$ cat src/rtl/exc_dispatch.sv
module exc_dispatch #(
  parameter int PCW = 32
) (
  input  logic           clk,
  input  logic           rst_n,
  input  logic [9:0]     set_i,
  input  logic           dispatch_i,
  input  logic [PCW-1:0] pc_i,
  input  logic [PCW-1:0] npc_i,
  input  logic [31:0]    msr_i,
  input  logic [31:0]    srr1_i,
  output logic           redir_valid_o,
  output logic [PCW-1:0] redir_pc_o,
  output logic [PCW-1:0] srr0_o,
  output logic [31:0]    srr1_o,
  output logic [31:0]    msr_o,
  output logic [9:0]     pend_o
);
  localparam int NSYNC = 7;
  localparam int NEXC  = 10;
  localparam logic [3:0] NONE = 4'd15;
  localparam logic [3:0] DBG  = 4'd4;
  localparam logic [31:0] SAVE_MASK = 32'h87C0FFFF;
  localparam logic [31:0] CLR_MASK  = 32'h0004EF36;

  logic [NEXC-1:0] pend_q, clr;
  logic [3:0]  sel;
  logic [11:0] vec;
  logic        use_npc, take, vectoring;
  logic [31:0] saved, srr1_new, msr_new;

  always_comb begin
    sel = NONE;
    for (int i = NSYNC - 1; i >= 0; i--)
      if (pend_q[i]) sel = 4'(i);
    if (sel == NONE && msr_i[15])
      for (int i = NEXC - 1; i >= NSYNC; i--)
        if (pend_q[i]) sel = 4'(i);
  end

  always_comb begin
    vec = 12'h000;
    use_npc = 1'b0;
    case (sel)
      4'd0: begin vec = 12'h400; use_npc = 1'b1; end
      4'd1: vec = 12'h700;
      4'd2: begin vec = 12'hC00; use_npc = 1'b1; end
      4'd3: vec = 12'h800;
      4'd5: vec = 12'h300;
      4'd6: vec = 12'h600;
      4'd7: begin vec = 12'h500; use_npc = 1'b1; end
      4'd8: begin vec = 12'hF00; use_npc = 1'b1; end
      4'd9: begin vec = 12'h900; use_npc = 1'b1; end
      default: ;
    endcase
  end

  assign take      = dispatch_i && (sel != NONE);
  assign vectoring = take && (sel != DBG);
  assign saved     = msr_i & SAVE_MASK;
  assign srr1_new  = (sel == 4'd0) ? (saved | 32'h40000000) :
                     (sel == 4'd1) ? (saved | srr1_i) : saved;
  assign msr_new   = {msr_i[31:1], msr_i[16]} & ~CLR_MASK;

  always_comb begin
    clr = '0;
    if (take) begin
      clr[sel] = 1'b1;
      if (sel == DBG) clr[5] = 1'b1;
    end
  end

  always_ff @(posedge clk or negedge rst_n) begin
    if (!rst_n) begin
      pend_q        <= '0;
      redir_valid_o <= 1'b0;
      redir_pc_o    <= '0;
      srr0_o        <= '0;
      srr1_o        <= '0;
      msr_o         <= '0;
    end else begin
      pend_q        <= (pend_q & ~clr) | set_i;
      redir_valid_o <= vectoring;
      if (vectoring) begin
        redir_pc_o <= PCW'(vec);
        srr0_o     <= use_npc ? npc_i : pc_i;
        srr1_o     <= srr1_new;
        msr_o      <= msr_new;
      end
    end
  end

  assign pend_o = pend_q;
endmodule


$ cat config.mk
export PLATFORM = sky130hd
export DESIGN_NAME = exc_dispatch
export DESIGN_NICKNAME = d
export VERILOG_FILES = /design/src/rtl/exc_dispatch.sv
export SDC_FILE = /design/constraint.sdc
export NUM_CORES = 1
export LEC_CHECK = 0
export ABC_CLOCK_PERIOD_IN_PS = 2460
export CAP_MARGIN = 20
export CELL_PAD_IN_SITES_DETAIL_PLACEMENT = 1
export CELL_PAD_IN_SITES_GLOBAL_PLACEMENT = 1
export CORE_ASPECT_RATIO = 1.25
export CORE_MARGIN = 2
export CORE_UTILIZATION = 28
export DETAILED_ROUTE_END_ITERATION = 6
export HOLD_SLACK_MARGIN = 0.08
export PLACE_DENSITY_LB_ADDON = 0.15
export SYNTH_ARGS = -nofsm -noshare
export SYNTH_HDL_FRONTEND = slang
export SYNTH_SLANG_ARGS = --single-unit
$ cat constraint.sdc
create_clock -name clk -period 2.46 [get_ports clk]
set_input_delay 0.615 -clock clk [delete_from_list [all_inputs] [get_ports clk]]
set_output_delay 0.615 -clock clk [all_outputs]
set_load 0.02 [all_outputs]
==> out/results.md, run 1 <==
| Parameter | Reported | Unit |
|:---|:---|:---|
| Min-delay worst type | in -> async | - |
| Vias per cell | 4.32 | - |
| Num Clock Sinks | 98 | - |
| 1st-pass router iterations | 4 | - |
| CTS Buffer Depth | 2 | - |
| Routed wirelength normalized by instance count | 16.8 | µm |
| Fmax | 445 | MHz |
| Unrepaired setup endpoints after global routing | no | - |
| Post-synthesis cell type with the largest combined area | sky130_fd_sc_hd__dfrtp_1 | - |
| Area overhead of the layout relative to synthesis | 61.1 | % |
| Sequential cell area fraction in the yosys report | 0.518 | - |
| Buffers on Ports | 238 | - |
| Instance area at placement | 0.00730 | mm² |
| Crit. End Element | flip-flop | - |
| Number of antenna violations at the first check in global routing | 0 | - |
| Synth warn | 0 | - |
| Final period utilization | 0.914 | - |
| Register-to-register setup slack | 0.23 | ns |
| Critical path required time | 2.69 | ns |
| CP Launch Type | input pin | - |
| Die span in y | 149 | µm |
| Final count of pins violating max slew | 0 | - |
| Overall overflow remaining after global route | 0 | - |
| Aggregate global-route resource usage | 0.159 | - |
| Number of H-tree levels | 3 | - |
| Wire length of the first global-routing pass | 21.9 | mm |
| Start of the worst register-to-register path | pend_o[1] | - |
| Detailed-route via count | 3696 | - |
| Library cell used as clock root buffer | sky130_fd_sc_hd__clkbuf_16 | - |
| Register bit count reported by yosys | 98 | - |
| Total number of placement rows | 53 | - |
| Initial Util | 0.283 | - |
| CTS Buf Count | 9 | - |
| Post-cts gate resize count | 0 | - |
| Final net count | 772 | - |
| Clock tree from TritonCTS | yes | - |
| Total non-filler cell area in the finished layout | 0.00763 | mm² |
| Final weighted congestion in routability-driven placement | 0.751 | - |
| Fraction of layout instances using a drive strength above 1 | 0.151 | - |
| Later-pin clock latency in the skew report | 0.35 | ns |
| Critical path arrival | 2.48 | ns |
| Worst clock skew | 0.00687 | ns |
| Horizontal extent of the die | 120 | µm |
| Post-Syn Instances | 381 | - |
| Worst reg2reg path endpoint | srr0_o[14] | - |
| Portion of synthesized cell area occupied by the leading cell type | 0.518 | - |
| Leading post-synthesis cells by cell area | sky130_fd_sc_hd__dfrtp_1 (52%), sky130_fd_sc_hd__mux2_2 (13%), sky130_fd_sc_hd__mux2_1 (7.1%) | - |
| Final Hold Viols | 0 | - |
| Number of distinct library cells after synthesis | 33 | - |
| Postcts setup bufs | 0 | - |
| Post-Layout Cell Count | 856 | - |
| Total placed cells including tap cells | 840 | - |
| Crit-path max FO | 32 | - |
| Static leakage | 3.27 | nW |
| Final count of negative-setup-slack endpoints | 0 | - |
| Number of global-route vias before repair | 4131 | - |
| Final min period | 2.25 | ns |
| Maximum number of pins on one net before global-route repair | 54 | - |
| Number of antenna cells inserted | 0 | - |
| Std-Cell Core Area | 0.0167 | mm² |
| Result of the run | complete, no violations | - |
| IR Drop Worst-Case VDD | 0.279 | mV |
| Worst reg2reg path depth | 6 | - |
| Cell area after technology mapping | 0.00473 | mm² |
| Power Density | 613 | mW/mm² |
| Clock slew at reported path FFs | 0.07 | ns |
| DRC violation count after routing | 0 | - |
| Starting DRC count in detailed routing | 49 | - |
| Final wirelength | 14.4 | mm |
| Total half-perimeter wirelength after legalization and detailed placement | 11.3 | mm |
| Number of fill cells | 1834 | - |
| Antenna Violating Nets Remaining | 0 | - |
| Critical path type | in -> reg | - |
| Total of max-cap violations | 0 | - |
| Area of the die | 0.0180 | mm² |
| I/O pin total | 280 | - |
| Hold-fix buffer count after cts | 0 | - |
| Post-Syn Area per Cell | 12.4 | µm² |
==> sequential cells by signal, summed over array words and instances, names as in the netlist <==
register,count
srr0_o,32
srr1_o,32
msr_o,19
pend_o,10
redir_pc_o,4
redir_valid_o,1
==> kinds of logic (layout without fill, tap and decap cells) <==
group | after synthesis | in the layout | share of synthesized area
compound gates | 51 | 51 | 0.0695
buf+inv | 86 | 302 | 0.116
flops | 98 | 98 | 0.518
mux | 110 | 110 | 0.255
other cells | 1 | 40 | 0.000792
simple gates | 35 | 35 | 0.0404
==> layout by cell type, fill, tap and decap left out, drive strengths merged, types with 2 or more instances in the layout <==
cell / instances
o311ai: 2
buf: 20
a22o: 9
clkinvlp: 3
a21o: 6
nor3: 4
inv: 31
a21oi: 24
conb: 40
nand3: 2
o21ai: 6
nor4: 2
nor2: 10
nor2b: 2
mux2: 86
dfrtp: 98
mux2i: 24
clkdlybuf4s50: 237
nand4: 2
bufinv: 2
or3: 2
clkbuf: 9
nand2b: 4
nand2: 5
==> final cells by class <==
| type | count | area [µm²] | share of cell area |
|---|---|---|---|
| inverter | 29 | 111 | 0.0146 |
| sequential | 98 | 2450 | 0.321 |
| multi-input combinational | 236 | 1890 | 0.248 |
| clock inverter | 7 | 100 | 0.0131 |
| timing repair buffer | 257 | 2570 | 0.337 |
| clock buffer | 9 | 225 | 0.0295 |
| tap | 220 | 275 | 0.0361 |
==> power by group <==
group	switching [W]	internal [W]
logic	0.000584	0.000677
clock network	0.000646	0.000899
registers	0.0000918	0.00178
==> worst max-delay path: stages <==
cell and delay [ns]:
sky130_fd_sc_hd__clkdlybuf4s50_1 0.47, sky130_fd_sc_hd__nor2b_1 0.17, sky130_fd_sc_hd__nand4_1 0.15, sky130_fd_sc_hd__nand2_1 0.16
sky130_fd_sc_hd__buf_12 0.23, sky130_fd_sc_hd__mux2_2 0.36, sky130_fd_sc_hd__mux2_1 0.30
==> through the flow <==
stage	util	hold WS [ns]	power (W)	worst slack [ns]	setup TNS [ns]
after detailed placement	0.437	0.477	0.00318	-0.172	-4.02
final	0.456	0.216	0.00468	0.212	0
after global routing	0.456	0.248	0.00490	0.00716	0
after CTS	0.456	0.238	0.00477	0.194	0
after global placement	0.437	0.466	0.00315	-0.117	-3.01
after floorplan	-	0.319	0.00251	0.295	0
==> cells in the mapped netlist <==
library cell                n
sky130_fd_sc_hd__inv_4      1
sky130_fd_sc_hd__a31oi_1    1
sky130_fd_sc_hd__or3_1      2
sky130_fd_sc_hd__a22o_1     9
sky130_fd_sc_hd__a21o_1     6
sky130_fd_sc_hd__nand4_1    2
sky130_fd_sc_hd__nor2_1    10
sky130_fd_sc_hd__nor4_1     1
sky130_fd_sc_hd__nor2b_1    2
sky130_fd_sc_hd__nand2b_1   4
sky130_fd_sc_hd__mux2_2    56
sky130_fd_sc_hd__o311ai_0   1
sky130_fd_sc_hd__mux2_1    30
sky130_fd_sc_hd__o311ai_2   1
sky130_fd_sc_hd__buf_6      8
sky130_fd_sc_hd__nor3_1     4
sky130_fd_sc_hd__buf_4     42
sky130_fd_sc_hd__a21oi_1   24
sky130_fd_sc_hd__o21a_1     1
sky130_fd_sc_hd__conb_1     1
sky130_fd_sc_hd__nand3_1    2
sky130_fd_sc_hd__o21bai_1   1
sky130_fd_sc_hd__inv_1     28
sky130_fd_sc_hd__nand2_1    5
sky130_fd_sc_hd__o21ai_0    6
sky130_fd_sc_hd__dfrtp_1   98
sky130_fd_sc_hd__clkbuf_1   2
sky130_fd_sc_hd__buf_2      5
sky130_fd_sc_hd__mux2i_1   24
sky130_fd_sc_hd__and2_1     1
sky130_fd_sc_hd__a211o_1    1
sky130_fd_sc_hd__nor4b_1    1
sky130_fd_sc_hd__nor4_4     1
==> per-layer routing <==
| metal | vias to the layer above | wire length, µm | GRT usage |
|---|---|---|---|
| li1 | 1728 | - | - |
| met1 | 1783 | 5550 | 0.179 |
| met2 | 174 | 7320 | 0.278 |
| met3 | 11 | 1350 | 0.0566 |
| met4 | 0 | 200 | 0.0541 |
| met5 | - | 0 | 0 |
==> worst max-delay path by stage <==
stage | startpoint | to | slack, ns
floorplan | pend_o[1] | msr_o[26] | 0.30
global placement | msr_i[15] | srr0_o[28] | -0.12
detailed placement | msr_i[15] | srr0_o[14] | -0.17
CTS | msr_i[15] | srr0_o[14] | 0.19
global route | pend_o[1] | srr1_o[13] | 0.007
finish | msr_i[15] | srr0_o[14] | 0.21
No activity file was read; power rests on OpenSTA's default activity.
==> inputs of run 2 (changes only) <==
--- a/config.mk
+++ b/config.mk
@@ -15,6 +15,7 @@
 export DETAILED_ROUTE_END_ITERATION = 6
 export HOLD_SLACK_MARGIN = 0.08
 export PLACE_DENSITY_LB_ADDON = 0.15
+export SKIP_LAST_GASP = 1
 export SYNTH_ARGS = -nofsm -noshare
 export SYNTH_HDL_FRONTEND = slang
 export SYNTH_SLANG_ARGS = --single-unit
==> results of run 2 <==
Same layout as run 1: the final DEF is identical, and so are final timing and power.
